$ cat src/rtl/tmr_pkg.sv
package tmr_pkg;
  localparam int CW = 32;

  localparam logic [2:0] A_LOAD  = 3'd0;
  localparam logic [2:0] A_COUNT = 3'd1;
  localparam logic [2:0] A_CTRL  = 3'd2;
  localparam logic [2:0] A_CLR   = 3'd3;
  localparam logic [2:0] A_CAP   = 3'd4;

  localparam logic [2:0] SRC_CORE = 3'd0;
  localparam logic [2:0] SRC_XTAL = 3'd1;
  localparam logic [2:0] SRC_PINA = 3'd2;
  localparam logic [2:0] SRC_PINB = 3'd3;

  typedef struct packed {
    logic [13:0] rsvd;
    logic        cap_en;
    logic [4:0]  evt_sel;
    logic [2:0]  src;
    logic        up;
    logic        run;
    logic        periodic;
    logic [1:0]  fmt;
    logic [3:0]  psc;
  } ctrl_t;

  function automatic logic [CW-1:0] time_max(input logic [7:0] hmax);
    return {hmax, 2'b00, 6'd59, 2'b00, 6'd59, 1'b0, 7'd99};
  endfunction

  // One step of the packed time value with carry/borrow ripple.
  function automatic logic [CW-1:0] time_step(input logic [CW-1:0] v,
                                              input logic up,
                                              input logic [7:0] hmax);
    logic [6:0] hu;
    logic [5:0] se, mi;
    logic [7:0] hr;
    logic       c;
    hu = v[6:0]; se = v[13:8]; mi = v[21:16]; hr = v[31:24];
    c  = 1'b1;
    if (up) begin
      if (hu >= 7'd99) hu = 7'd0; else begin hu = hu + 7'd1; c = 1'b0; end
      if (c) begin
        if (se >= 6'd59) se = 6'd0; else begin se = se + 6'd1; c = 1'b0; end
      end
      if (c) begin
        if (mi >= 6'd59) mi = 6'd0; else begin mi = mi + 6'd1; c = 1'b0; end
      end
      if (c) begin
        if (hr >= hmax) hr = 8'd0; else hr = hr + 8'd1;
      end
    end else begin
      if (hu == 7'd0) hu = 7'd99;
      else begin hu = (hu > 7'd99) ? 7'd99 : hu - 7'd1; c = 1'b0; end
      if (c) begin
        if (se == 6'd0) se = 6'd59;
        else begin se = (se > 6'd59) ? 6'd59 : se - 6'd1; c = 1'b0; end
      end
      if (c) begin
        if (mi == 6'd0) mi = 6'd59;
        else begin mi = (mi > 6'd59) ? 6'd59 : mi - 6'd1; c = 1'b0; end
      end
      if (c) begin
        if (hr == 8'd0) hr = hmax;
        else hr = (hr > hmax) ? hmax : hr - 8'd1;
      end
    end
    return {hr, 2'b00, mi, 2'b00, se, 1'b0, hu};
  endfunction
endpackage

$ cat src/rtl/tmr_tick_src.sv
module tmr_tick_src #(
  parameter int NSYNC = 2
) (
  input  logic       clk,
  input  logic       rst,
  input  logic [2:0] async_in,
  input  logic [2:0] src,
  input  logic       run,
  output logic       src_tick
);
  import tmr_pkg::*;
  localparam int NASY = 3;

  logic [NASY-1:0] rise;

  for (genvar i = 0; i < NASY; i++) begin : g_sync
    logic [NSYNC-1:0] sh;
    logic             last;
    always_ff @(posedge clk) begin
      if (rst) begin
        sh   <= '0;
        last <= 1'b0;
      end else begin
        sh   <= {sh[NSYNC-2:0], async_in[i]};
        last <= sh[NSYNC-1];
      end
    end
    assign rise[i] = sh[NSYNC-1] & ~last;
  end

  always_comb begin
    case (src)
      SRC_CORE: src_tick = run;
      SRC_XTAL: src_tick = run & rise[0];
      SRC_PINA: src_tick = run & rise[1];
      SRC_PINB: src_tick = run & rise[2];
      default:  src_tick = 1'b0;
    endcase
  end
endmodule

$ cat src/rtl/tmr_prescale.sv
module tmr_prescale #(
  parameter int DW = 15
) (
  input  logic       clk,
  input  logic       rst,
  input  logic       run,
  input  logic       src_tick,
  input  logic [3:0] psc,
  output logic       cnt_tick
);
  logic [DW-1:0] div_cnt;
  logic [DW-1:0] div_last;

  always_comb begin
    case (psc)
      4'b0100: div_last = DW'(15);
      4'b1000: div_last = DW'(255);
      4'b1111: div_last = DW'(32767);
      default: div_last = '0;
    endcase
  end

  always_ff @(posedge clk) begin
    if (rst || !run) div_cnt <= '0;
    else if (src_tick) div_cnt <= (div_cnt >= div_last) ? '0 : div_cnt + 1'b1;
  end

  assign cnt_tick = src_tick & (div_cnt >= div_last);
endmodule

$ cat src/rtl/tmr_count.sv
module tmr_count (
  input  logic                 clk,
  input  logic                 rst,
  input  logic                 ld,
  input  logic [tmr_pkg::CW-1:0] ld_val,
  input  logic [tmr_pkg::CW-1:0] reload_val,
  input  logic                 tick,
  input  logic                 up,
  input  logic                 periodic,
  input  logic [1:0]           fmt,
  output logic [tmr_pkg::CW-1:0] cnt,
  output logic                 tc_tick
);
  import tmr_pkg::*;

  logic          is_time;
  logic [7:0]    hmax;
  logic [CW-1:0] tc_val;
  logic [CW-1:0] step_val;
  logic          at_tc;

  assign is_time = fmt[1];
  assign hmax    = fmt[0] ? 8'd255 : 8'd23;

  always_comb begin
    if (!up)          tc_val = '0;
    else if (is_time) tc_val = time_max(hmax);
    else              tc_val = '1;
    step_val = is_time ? time_step(cnt, up, hmax)
                       : (up ? cnt + 1'b1 : cnt - 1'b1);
  end

  assign at_tc   = (cnt == tc_val);
  assign tc_tick = tick & at_tc;

  always_ff @(posedge clk) begin
    if (rst)                        cnt <= '0;
    else if (ld)                    cnt <= ld_val;
    else if (tick && at_tc && periodic) cnt <= reload_val;
    else if (tick)                  cnt <= step_val;
  end

  AST_IDLE_HOLDS: assert property (@(posedge clk) disable iff (rst)
    (!tick && !ld) |=> $stable(cnt));
  AST_TIME_FIELDS_LEGAL: assert property (@(posedge clk) disable iff (rst)
    (tick && !ld && is_time && !(at_tc && periodic)) |=>
      (cnt[6:0] <= 7'd99 && cnt[13:8] <= 6'd59 && cnt[21:16] <= 6'd59));
endmodule

$ cat src/rtl/evt_cap_timer.sv
module evt_cap_timer #(
  parameter int EVT_OFS     = 2,
  parameter int EVT_N       = 32,
  parameter int SYNC_STAGES = 2,
  parameter int PSC_W       = 15,
  localparam int SYS_N      = EVT_N + EVT_OFS,
  localparam int SYS_IW     = $clog2(SYS_N)
) (
  input  logic             clk,
  input  logic             rst,
  input  logic             bus_we,
  input  logic [2:0]       bus_addr,
  input  logic [31:0]      bus_wdata,
  output logic [31:0]      bus_rdata,
  input  logic             xtal_in,
  input  logic             pin_a,
  input  logic             pin_b,
  input  logic [SYS_N-1:0] sys_evt,
  output logic             irq
);
  import tmr_pkg::*;

  ctrl_t         ctrl_q;
  logic [CW-1:0] load_q;
  logic [CW-1:0] cap_q;
  logic [CW-1:0] cnt;
  logic          src_tick, cnt_tick, tc_tick;
  logic          wr_load, wr_ctrl, wr_clr, wr_cap;
  logic [SYS_IW-1:0] evt_idx;
  logic          cap_hit;

  assign wr_load = bus_we && bus_addr == A_LOAD;
  assign wr_ctrl = bus_we && bus_addr == A_CTRL;
  assign wr_clr  = bus_we && bus_addr == A_CLR;
  assign wr_cap  = bus_we && bus_addr == A_CAP;

  tmr_tick_src #(.NSYNC(SYNC_STAGES)) u_src (
    .clk(clk), .rst(rst), .async_in({pin_b, pin_a, xtal_in}),
    .src(ctrl_q.src), .run(ctrl_q.run), .src_tick(src_tick));

  tmr_prescale #(.DW(PSC_W)) u_psc (
    .clk(clk), .rst(rst), .run(ctrl_q.run), .src_tick(src_tick),
    .psc(ctrl_q.psc), .cnt_tick(cnt_tick));

  tmr_count u_cnt (
    .clk(clk), .rst(rst), .ld(wr_load), .ld_val(bus_wdata),
    .reload_val(load_q), .tick(cnt_tick), .up(ctrl_q.up),
    .periodic(ctrl_q.periodic), .fmt(ctrl_q.fmt), .cnt(cnt),
    .tc_tick(tc_tick));

  assign evt_idx = SYS_IW'(ctrl_q.evt_sel) + SYS_IW'(EVT_OFS);
  assign cap_hit = ctrl_q.cap_en && sys_evt[evt_idx];

  always_ff @(posedge clk) begin
    if (rst) begin
      ctrl_q <= '0;
      load_q <= '0;
      cap_q  <= '0;
      irq    <= 1'b0;
    end else begin
      if (wr_ctrl) begin
        ctrl_q      <= ctrl_t'(bus_wdata);
        ctrl_q.rsvd <= '0;
      end
      if (wr_load) load_q <= bus_wdata;
      if (cap_hit)     cap_q <= cnt;
      else if (wr_cap) cap_q <= bus_wdata;
      if (tc_tick)     irq <= 1'b1;
      else if (wr_clr) irq <= 1'b0;
    end
  end

  always_ff @(posedge clk) begin
    if (rst) bus_rdata <= '0;
    else begin
      case (bus_addr)
        A_LOAD:  bus_rdata <= load_q;
        A_COUNT: bus_rdata <= cnt;
        A_CTRL:  bus_rdata <= ctrl_q;
        A_CAP:   bus_rdata <= cap_q;
        default: bus_rdata <= '0;
      endcase
    end
  end

  AST_IRQ_FROM_TC: assert property (@(posedge clk) disable iff (rst)
    $rose(irq) |-> $past(tc_tick));
  AST_CLR_DROPS_IRQ: assert property (@(posedge clk) disable iff (rst)
    (wr_clr && !tc_tick) |=> !irq);
  AST_CAP_TAKES_COUNT: assert property (@(posedge clk) disable iff (rst)
    cap_hit |=> (cap_q == $past(cnt)));
  AST_COUNT_ONLY_ON_TICK: assert property (@(posedge clk) disable iff (rst)
    (!ctrl_q.run && !wr_load) |=> $stable(cnt));
endmodule

$ cat config.mk
export PLATFORM = sky130hd
export DESIGN_NAME = evt_cap_timer
export DESIGN_NICKNAME = d
export VERILOG_FILES = /design/src/rtl/tmr_pkg.sv /design/src/rtl/tmr_tick_src.sv /design/src/rtl/tmr_prescale.sv /design/src/rtl/tmr_count.sv /design/src/rtl/evt_cap_timer.sv
export SDC_FILE = /design/constraint.sdc
export NUM_CORES = 1
export LEC_CHECK = 0
export ABC_AREA = 1
export BUFFER_PORTS_ARGS = -buffer_cell sky130_fd_sc_hd__buf_2
export CAP_MARGIN = 20
export CELL_PAD_IN_SITES_DETAIL_PLACEMENT = 1
export CELL_PAD_IN_SITES_GLOBAL_PLACEMENT = 1
export CORE_UTILIZATION = 43
export DETAILED_ROUTE_END_ITERATION = 8
export HOLD_SLACK_MARGIN = 0.12
export PLACE_DENSITY = 0.82
export SLEW_MARGIN = 20
export SYNTH_ARGS = -nofsm -noshare
export SYNTH_HDL_FRONTEND = slang
export SYNTH_HIERARCHICAL = 1
export SYNTH_SLANG_ARGS = --single-unit
$ cat constraint.sdc
create_clock -name clk -period 3.9 [get_ports clk]
set_input_delay 0.585 -clock clk [delete_from_list [all_inputs] [get_ports clk]]
set_output_delay 0.585 -clock clk [all_outputs]
set_load 0.02 [all_outputs]
======== Word level (Yosys, flattened, before mapping) ========
Cells that the tools add are included.
word-level totals
  flip-flop bits (word level) ............. 171
  input bits .............................. 75
  output and inout port bits .............. 33
cells by class
  add/subtract/negate cells ............... 12
  magnitude comparators ................... 10
  equality and inequality tests ........... 17
  mux-type cells .......................... 56
  bitwise operators ....................... 11
  reductions and logical operators ........ 21
operators with widths
  cell                                                   number
  2-to-1 mux 32 bit                                      9
  one-hot mux 32 bit (4 select lines)                    1
  2-to-1 mux 6 bit                                       12
  2-to-1 mux 8 bit                                       7
  one-hot mux 15 bit (3 select lines)                    1
  adder 32 x 1 -> 32 bit, second input constant          1
  == test 32 bit                                         1
  subtractor 32 x 1 -> 32 bit, second input constant     1
  2-to-1 mux 7 bit                                       4
  2-to-1 mux 1 bit                                       19
  adder 15 x 1 -> 15 bit, second input constant          1
  >= comparator 15 bit                                   1
  2-to-1 mux 15 bit                                      1
  inequality test 5 x 1 -> 1 bit, second input constant  3
  inequality test 5 x 2 -> 1 bit, second input constant  3
  adder 6 x 1 -> 6 bit, second input constant            2
  == test 3 x 2 -> 1 bit, second input constant          4
  >= comparator 6 bit, second input constant             2
  greater-than comparator 6 bit, second input constant   2
  zero test 6 bit                                        2
  subtractor 6 x 1 -> 6 bit, second input constant       2
  AND reduction 3 bit                                    3
  adder 8 x 1 -> 8 bit, second input constant            1
  bitwise AND 1 bit                                      8
  24 further kinds                                       36

======== Logic depth before layout (Yosys ltp) ========
Gate-level depths: netlist (run 1).
  depth in word-level cells ............... 13
  mapped depth ............................ 31
  mapped depth without buffers ............ 31

======== By module ========
The synthesis (run 1) kept the hierarchy.
by module, submodules not included
  module         times used  cells an instance  area an instance (um^2)  seq. area each (um^2)
  tmr_count      1           1146               6024.5                   640.6
  evt_cap_timer  1           817                5499.0                   2302.2
  tmr_prescale   1           163                1202.4                   300.3
  tmr_tick_src   1           42                 307.8                    180.2

======== Worst setup path before layout (run 1) ========
Ideal clock, no wire load.
  path type ............................... reg-to-reg
  from .................................... register ctrl_q[8] (netlist name)
  to ...................................... register u_cnt/cnt[17] (netlist name)
  setup time .............................. 0.132 ns
  data arrival time ....................... 3.390 ns
  slack ................................... 0.377 ns
  cell stages (with the launch flop) ...... 19
  path buffers ............................ 4
  clock period less this slack ............ 3.523 ns
  path through ............................ dfxtp_1 buf_2 inv_1 clkbuf_1 clkbuf_1 ha_1 inv_1 nor3_1 nand2_1 nor2_1 nand3_1 nor2_2 nand2_1 clkbuf_1 or2_0 nand3_1 nand2_1 nand2_1 a21oi_1
on the way
  longest elaborated chain between the ends .. 6
  elaborated cells on any way between the ends .. 14
  classes of those cells .................. eq/ne (3); mux (7); reduce/logical (4)
RTL lines
  element                                                                           RTL line             RTL
  start: declaration                                                                evt_cap_timer.sv:23  ctrl_t ctrl_q;
  start signal: assignment                                                          evt_cap_timer.sv:62  ctrl_q <= ctrl_t'(bus_wdata);
  2-to-1 mux 32 bit                                                                 tmr_count.sv:26      if (!up) tc_val = '0;
  == test 32 bit                                                                    tmr_count.sv:33      assign at_tc = (cnt == tc_val);
  logical AND 1 bit (2 in series)                                                   tmr_count.sv:39      else if (tick && at_tc && periodic) cnt <= reload_val;
  inequality test 5 x 2 -> 1 bit (no source line) (tied with other cells)           --
  AND reduction 3 bit (no source line) / 2-to-1 mux 32 bit (equally long branches)  --
  end signal: assignment                                                            tmr_count.sv:38      else if (ld) cnt <= ld_val;
  end signal: assignment                                                            tmr_count.sv:39
  end signal: assignment                                                            tmr_count.sv:40      else if (tick) cnt <= step_val;
  end: declaration                                                                  tmr_count.sv:11      output logic [tmr_pkg::CW-1:0] cnt,
Several ways; a longest one is shown, not always the timed one. The select of a mux whose other input is x is not followed.
A chain may end at the register's enable or synchronous reset.

======== Worst setup path after layout (run 1) ========
  from .................................... register ctrl_q[3] (netlist name)
  to ...................................... register u_cnt/cnt[17] (netlist name)
on the way
  longest elaborated chain between the ends .. 8
  elaborated cells on any way between the ends .. 14
  classes of those cells .................. order compare (1); eq/ne (5); mux (3); bitwise (1); reduce/logical (4)
RTL lines
  element                                                                           RTL line             RTL
  == test 4 bit / == test 4 x 3 -> 1 bit (equally long branches)                    tmr_prescale.sv:15   case (psc)
  one-hot mux 15 bit (3 select lines) *                                             tmr_prescale.sv:15
  >= comparator 15 bit *                                                            tmr_prescale.sv:28   assign cnt_tick = src_tick & (div_cnt >= div_last);
  bitwise AND 1 bit *                                                               tmr_prescale.sv:28
  net cnt_tick                                                                      evt_cap_timer.sv:27  logic src_tick, cnt_tick, tc_tick;
  logical AND 1 bit (2 in series)                                                   tmr_count.sv:39
  inequality test 5 x 2 -> 1 bit (no source line) (tied with other cells)           --
  AND reduction 3 bit (no source line) / 2-to-1 mux 32 bit (equally long branches)  --
The timed path passes the listed nets; every way through them passes the cells marked *.

==> impl_results.md, run 1 <==
- Run status: completed
- Post-synth top flop: dfxtp_1
- Syn avg cell area: 6.01 µm²
- CTS max path bufs: 2
- Number of synthesized register bits: about 170
- Synth async-reset ratio: 0%
- CP endpoint kind: flop
- Via Count: around 15,000
- Critical Path Start Type: flop
- VDD IR max: between 200 and 300 µV
- Dpl cells: roughly 2,600
- Syn Nets: ~2,300
- Area leader, netlist: dfxtp_1
- Initial Util: 43.9%
- Die W: between 150 and 200 µm
- Crit-path max cell delay: 0.34 ns
- WL per Instance: 18.8 µm
- PortBufs: around 110
- Hold Slack: approximately 0.34 ns
- CP max stage cell: dfxtp_1
- Crit-path max FO: 18
- Diodes inserted: 0
- Fin crit share: ~91%
- Area grow syn2layout: 11.3%
- Largest cells by area after synthesis: dfxtp_1 26%, nand2_1 17%, nor2_1 9.2%
- DRT Wirelength: 49,800 µm
- Reg-to-reg critical path endpoint: u_cnt/cnt[17]
- DRC: 0
- Post-route minimum period: between 3 and 4 ns
- Synth cell types: 52
- CTS Buf Count: 17
- PD cells: 385 mW/mm²
- FP Rows: 63
- Sequential share of the synthesized area: around a quarter
- H-tree depth reported by CTS: 4
- CTS tree: done
- Vias in the first global route: roughly 15,000
- Setup violations, final: 0
- TritonRoute pass-1 iters: 6
- Final Slew Violations: 0
- Hold Crit Class: in2reg
- FILL cells: 4,204
- Aggregate global routing overflow: 0
- Setup WS pre-CTS: approximately 0.17 ns
- Mapped Cells: approximately 2,200
- Setup ws final: 0.347 ns
- First-pass GRT wire length: 78,700 µm
- Largest net degree at the start of global routing: 65
- Layout cells sized above 1: roughly 11%
- Post-Syn Area: 0.0130 mm²
- Clk sinks: 171
- CP most frequent cell: nand2_1
- Routed Antenna Nets: 0
- Worst clock skew: roughly 0.012 ns
- EDFF count, synth: 0
- Worst-path clk slew: 0.07 ns
- Worst skew pair latency: between 0.4 and 0.5 ns
- Max Cap Viol: 0
- Total die area: approximately 0.031 mm²
- Design area: around 0.015 mm²
- Vias per cell: between 5 and 6
- Yosys synthesis warning count: 6
- Kind of critical path: reg2reg
- Worst EP arrival: just under 4 ns
- Setup TNS: 0 ns
- RSZ-0062 raised after global routing: false
- Capture point of the critical path: u_cnt/cnt[17]
- Clk root buf: clkbuf_16
- Dpl cell area: roughly 0.014 mm²
- Die height: between 150 and 200 µm
- Reg2reg setup slack: around 0.35 ns
- LEAKAGE: 7.26 nW
- Critical Path RT: about 4.3 ns
- Synth top area share: 26.3%
- Post-DP HPWL: about 38,000 µm
- Initial drt markers: approximately 1,000
- R2R depth: 30
- Initial antenna violation count: 0
- Critical R2R Launch: ctrl_q[3]
- Final RePlAce weighted congestion: about 0.94
- Relative slew slack: a little over a third
- Hold Fails Final Rpt: 0
- Core ar.: between 0.02 and 0.03 mm²
- GRT Util Overall: about a third
- Slew at the pin with the worst max-slew slack: roughly 0.97 ns
- Nets: between 2,000 and 2,500
- Critical Path Start: ctrl_q[3]
- I/O pin cnt: ~110
- Non-filler cells, final: about 2,600
- F_max: about 280 MHz
-- cell type report --
type                       instances  area, µm²  area share [%]
timing repair buffer             138        793            5.47
clock inverter                    13        138           0.949
inverter                         306       1160            7.97
sequential                       171       3420            23.6
multi-input combinational       1607       8070            55.7
tap                              390        488            3.36
clock buffer                      18        429            2.96
-- per-layer routing --
| metal | vias up | track usage, % | part of all wire (%) |
|---|---|---|---|
| li1 | 7072 | - | - |
| met1 | 7070 | 43.6 | 45 |
| met2 | 518 | 51.9 | 45 |
| met3 | 85 | 5.96 | 7.2 |
| met4 | 0 | 10.1 | 2.3 |
| met5 | - | 0 | 0 |
-- kinds of logic (layout without fill, tap and decap cells) --
group	Yosys count	count (layout)	synth area share, %
AND/OR/NAND/NOR	1167	1167	38.2
multiplexers	1	1	0.0768
buffers and inverters	390	475	12.1
adder cells (fa/ha/maj)	64	64	6.20
AO/OA/AOI/OAI	336	336	14.6
XOR/XNOR	39	39	2.62
flip-flops	171	171	26.3
-- worst max-delay path, delay by kind of cell (launching register included) --
| kind | cells | cell delay [ns] |
|---|---|---|
| flip-flops | 1 | 0.34 |
| adder cells (fa/ha/maj) | 1 | 0.27 |
| AND/OR/NAND/NOR | 22 | 1.86 |
| AO/OA/AOI/OAI | 2 | 0.35 |
| buffers and inverters | 5 | 0.68 |
-- sequential cells by signal, summed over array words and instances (netlist names) --
| register | count |
|---|---|
| u_psc/div_cnt | 15 |
| u_src/g_sync.last | 3 |
| bus_rdata | 32 |
| cap_q | 32 |
| ctrl_q | 18 |
| load_q | 32 |
| u_src/g_sync.sh | 6 |
| u_cnt/cnt | 32 |
| irq | 1 |
-- cells in the final DEF, fill, tap and decap left out, types with 3 or more instances in the layout --
cell       instances
ha_1              63
nor2_2            30
inv_1            294
dfxtp_1          170
clkinv_2           3
o211ai_1          24
o21ai_0          127
nand3_2            7
a21oi_1          126
nor3_1            15
o22ai_1            4
buf_2            107
xor2_1            30
inv_6              3
nor2_1           316
nand2_2            6
nand3_1          120
nand2_1          580
xnor2_1            9
nand3b_1           6
inv_4              3
clkbuf_16         17
o21ai_1            7
o31ai_1            3
or2_0              6
nand4_1           55
inv_8              3
or2_2              8
nor3_2             3
a221oi_1          18
buf_4             29
nand2_4            5
and2_1             3
o21bai_1           7
clkinv_1           4
inv_2              5
nor2_4             3
a22oi_1            7
-- power breakdown --
| part | total [mW] | leakage, nW | switching [mW] | internal [mW] |
|---|---|---|---|---|
| clock network | 1.70 | 0.279 | 0.808 | 0.897 |
| registers | 1.92 | 1.39 | 0.114 | 1.80 |
| logic | 1.95 | 5.59 | 1.34 | 0.613 |
| total | 5.58 | 7.26 | 2.26 | 3.31 |
-- synth_stat cells, drive strengths merged (18+ instances only) --
cell	n
nand4	55
buf	33
a221oi	18
dfxtp	171
a21oi	127
inv	302
o21ai	135
clkbuf	51
nor2	349
ha	63
nand2	592
xor2	30
o211ai	24
nand3	128
nor3	18
-- timing repair --
item                                    CTS  global route
endpoints found under the setup margin    0            24
resized for setup                         0             8
buffers inserted                          0             3
hold buffers                              0             0
-- per-stage QoR --
step,util (%),power [mW]
3_5_place_dp,46.7,3.86
6_report,48.8,5.58
2_1_floorplan,-,3.23
4_1_cts,48.6,5.55
3_3_place_gp,46.7,3.80
5_1_grt,48.8,5.87
-- worst min-delay path by stage --
| stage | cells past startpoint | endpoint | start | slack (ns) |
|---|---|---|---|---|
| 2_1_floorplan | 2 | u_src/g_sync[0].sh[1] | u_src/g_sync[0].sh[0] | 0.39 |
| 3_3_place_gp | 2 | u_src/g_sync[1].sh[1] | u_src/g_sync[1].sh[0] | 0.39 |
| 3_5_place_dp | 2 | u_src/g_sync[1].sh[1] | u_src/g_sync[1].sh[0] | 0.40 |
| 4_1_cts | 3 | u_src/g_sync[1].sh[0] | pin_a | 0.33 |
| 5_1_grt | 3 | u_src/g_sync[1].sh[0] | pin_a | 0.35 |
| 6_report | 3 | u_src/g_sync[1].sh[0] | pin_a | 0.34 |
Note: power is estimated with default switching activity, not from simulation.
==> run 2: changes to the inputs <==
--- a/config.mk
+++ b/config.mk
@@ -10,10 +10,10 @@
 export CAP_MARGIN = 20
 export CELL_PAD_IN_SITES_DETAIL_PLACEMENT = 1
 export CELL_PAD_IN_SITES_GLOBAL_PLACEMENT = 1
-export CORE_UTILIZATION = 43
+export CORE_UTILIZATION = 40
 export DETAILED_ROUTE_END_ITERATION = 8
 export HOLD_SLACK_MARGIN = 0.12
-export PLACE_DENSITY = 0.82
+export PLACE_DENSITY = 0.77
 export SLEW_MARGIN = 20
 export SYNTH_ARGS = -nofsm -noshare
 export SYNTH_HDL_FRONTEND = slang
==> impl_results.md, run 2 (synthesis gave the netlist of run 1 again) <==
- Critical Path Start Type: flop
- Clk sinks: 171 (unchanged)
- CP endpoint kind: flop
- FP Rows: 65 (+3.2%)
- Most common cell after layout, fill and taps aside: nand2_1
- Vias per cell: 5.49 (-1.5%)
- Post-DP HPWL: 38,400 µm (+1.3%)
- Aggregate global routing overflow: 0 (unchanged)
- CTS Buf Count: 17 (unchanged)
- PortBufs: 107 (unchanged)
- Area grow syn2layout: 11.9%
- DRC: 0 (unchanged)
- LEAKAGE: 7.27 nW (+0.17%)
- Dpl cell area: 0.0139 mm² (+0.35%)
- F_max: 282 MHz (+0.34%)
- GRT Util Overall: 31.0% (-1.4 points)
- Layout cells sized above 1: 11.0% (+0.044 points)
- Setup TNS: 0 ns (unchanged)
- Hold Path Depth: 3 (unchanged)
- Nets: 2,379 (-0.042%)
- CP most frequent cell: nand2_1
- Post-route minimum period: 3.54 ns (-0.0121 ns)
- I/O pin cnt: 108 (unchanged)
- Diodes inserted: 0 (unchanged)
- Hold_buf cts: 0 (unchanged)
- Routed Antenna Nets: 0 (unchanged)
- Dpl cells: 2,653 (+1.7%)
- Setup violations, final: 0 (unchanged)
- Clk root buf: clkbuf_16
- Finished Core Util: 45.9% (-2.9 points)
- Total stage count of the critical path: 28 (-6.7%)
- Hold Slack: 0.326 ns (-0.0156 ns)
- Hold Crit Class: in2reg
- Fin crit share: 90.8% (-0.31 points)
- Kind of critical path: reg2reg
- Vias in the first global route: 14,800 (+1.7%)
- Core ar.: 0.0318 mm² (+7.0%)
- Design area: 0.0146 mm² (+0.54%)
- DRT Wirelength: 51,000 µm (+2.5%)
- RSZ-0062 raised after global routing: false
- PD cells: 388 mW/mm² (+1.0%)
- Final RePlAce weighted congestion: 0.896 (-4.3%)
- H-tree depth reported by CTS: 4 (unchanged)
- VDD IR max: 288 µV (+3.1%)
- Final Slew Violations: 0 (unchanged)
- Hold Fails Final Rpt: 0 (unchanged)
- Die height: 183 µm (+3.6%)
- Total die area: 0.0333 mm² (+7.4%)
- TritonRoute pass-1 iters: 9 (+3)
- Run status: completed
- Max Cap Viol: 0 (unchanged)
- First-pass GRT wire length: 81,000 µm (+2.8%)
- CP max stage cell: dfxtp_1
- Delay-heaviest family, CP: simple AND/OR/NAND/NOR gates
- Crit-path max FO: 18 (unchanged)
- Initial Util: 41.0% (-2.9 points)
- Critical Path RT: 4.27 ns (about the same)
- Initial antenna violation count: 0 (unchanged)
- Largest net degree at the start of global routing: 79 (+22%)
- Register Area: 0.00342 mm² (about the same)
- Crit-path max cell delay: 0.35 ns (about the same)
- Via Count: 14,800 (+0.15%)
- CTS max path bufs: 2 (unchanged)
- Relative slew slack: 30.7% (-4.7 points)
- WL per Instance: 19.0 µm (+0.81%)
- Slew at the pin with the worst max-slew slack: 1.04 ns (+0.0700 ns)
- Reg2reg setup slack: 0.36 ns (about the same)
- Die W: 183 µm (+3.6%)
- R2R depth: 28 (-6.7%)
- Worst clock skew: 0.0172 ns (+0.00497 ns)
- Most frequent cells in the layout: 579 x nand2_1, 315 x nor2_1, 295 x inv_1
- Worst skew pair latency: 0.46 ns (about the same)
- Initial drt markers: 889 (-14%)
- Non-filler cells, final: 2,688 (+1.7%)
- Buf+Inv Stages, Crit Path: 4 (-1)
- Worst-path clk slew: 0.07 ns (about the same)
- Worst EP arrival: 3.91 ns (-0.02 ns)
- FILL cells: 4,436 (+5.5%)
- CTS tree: done
- Multi-input gate area: 0.00808 mm² (about the same)
## run 2: area by class of cell
type | count | area share, %
multi-input cells | 1607 | 55.4
flip-flops and latches | 171 | 23.5
inverters | 306 | 7.93
repair buffers | 137 | 5.33
well taps | 435 | 3.73
clock buffers | 19 | 3.11
clock inverters | 13 | 1.02
## run 2: worst register-to-register path: cells and delay by family (launching register included)
family / cells / cell delay (ns)
AO/OA/AOI/OAI: 1 / 0.14
AND/OR/NAND/NOR: 22 / 2.13
adder cells (fa/ha/maj): 1 / 0.31
buffers and inverters: 4 / 0.53
flip-flops: 1 / 0.35
## run 2: layer usage
metal,GRT usage (%),part of all wire (%)
met2,49.4,44
met5,0,0
met3,5.59,7.1
met4,10.8,2.6
met1,41.8,46
## run 2: final timing paths
| kind | startpoint | endpoint |
|---|---|---|
| worst max-delay path | ctrl_q[1] | u_cnt/cnt[29] |
| worst min-delay path | pin_b | u_src/g_sync[2].sh[0] |
| worst max register to register | ctrl_q[1] | u_cnt/cnt[29] |
| worst min register to register | u_src/g_sync[0].sh[0] | u_src/g_sync[0].sh[1] |
## run 2: what timing repair did
item / 4_1_cts / 5_1_grt
setup buffers: 0 / 3
resized for setup: 0 / 10
endpoints found under the setup margin: 0 / 27
## run 2: power by group
group | switching, mW | internal [mW] | leakage [nW]
clock | 0.835 | 0.947 | 0.300
sequential | 0.118 | 1.80 | 1.39
combinational | 1.35 | 0.612 | 5.59
## run 2: metrics by stage
stage,worst slack [ns],power [mW]
detailed placement,0.210,3.86
CTS,0.116,5.65
global route,0.00396,5.97
floorplan,0.377,3.23
global placement,0.424,3.81
finish,0.359,5.66
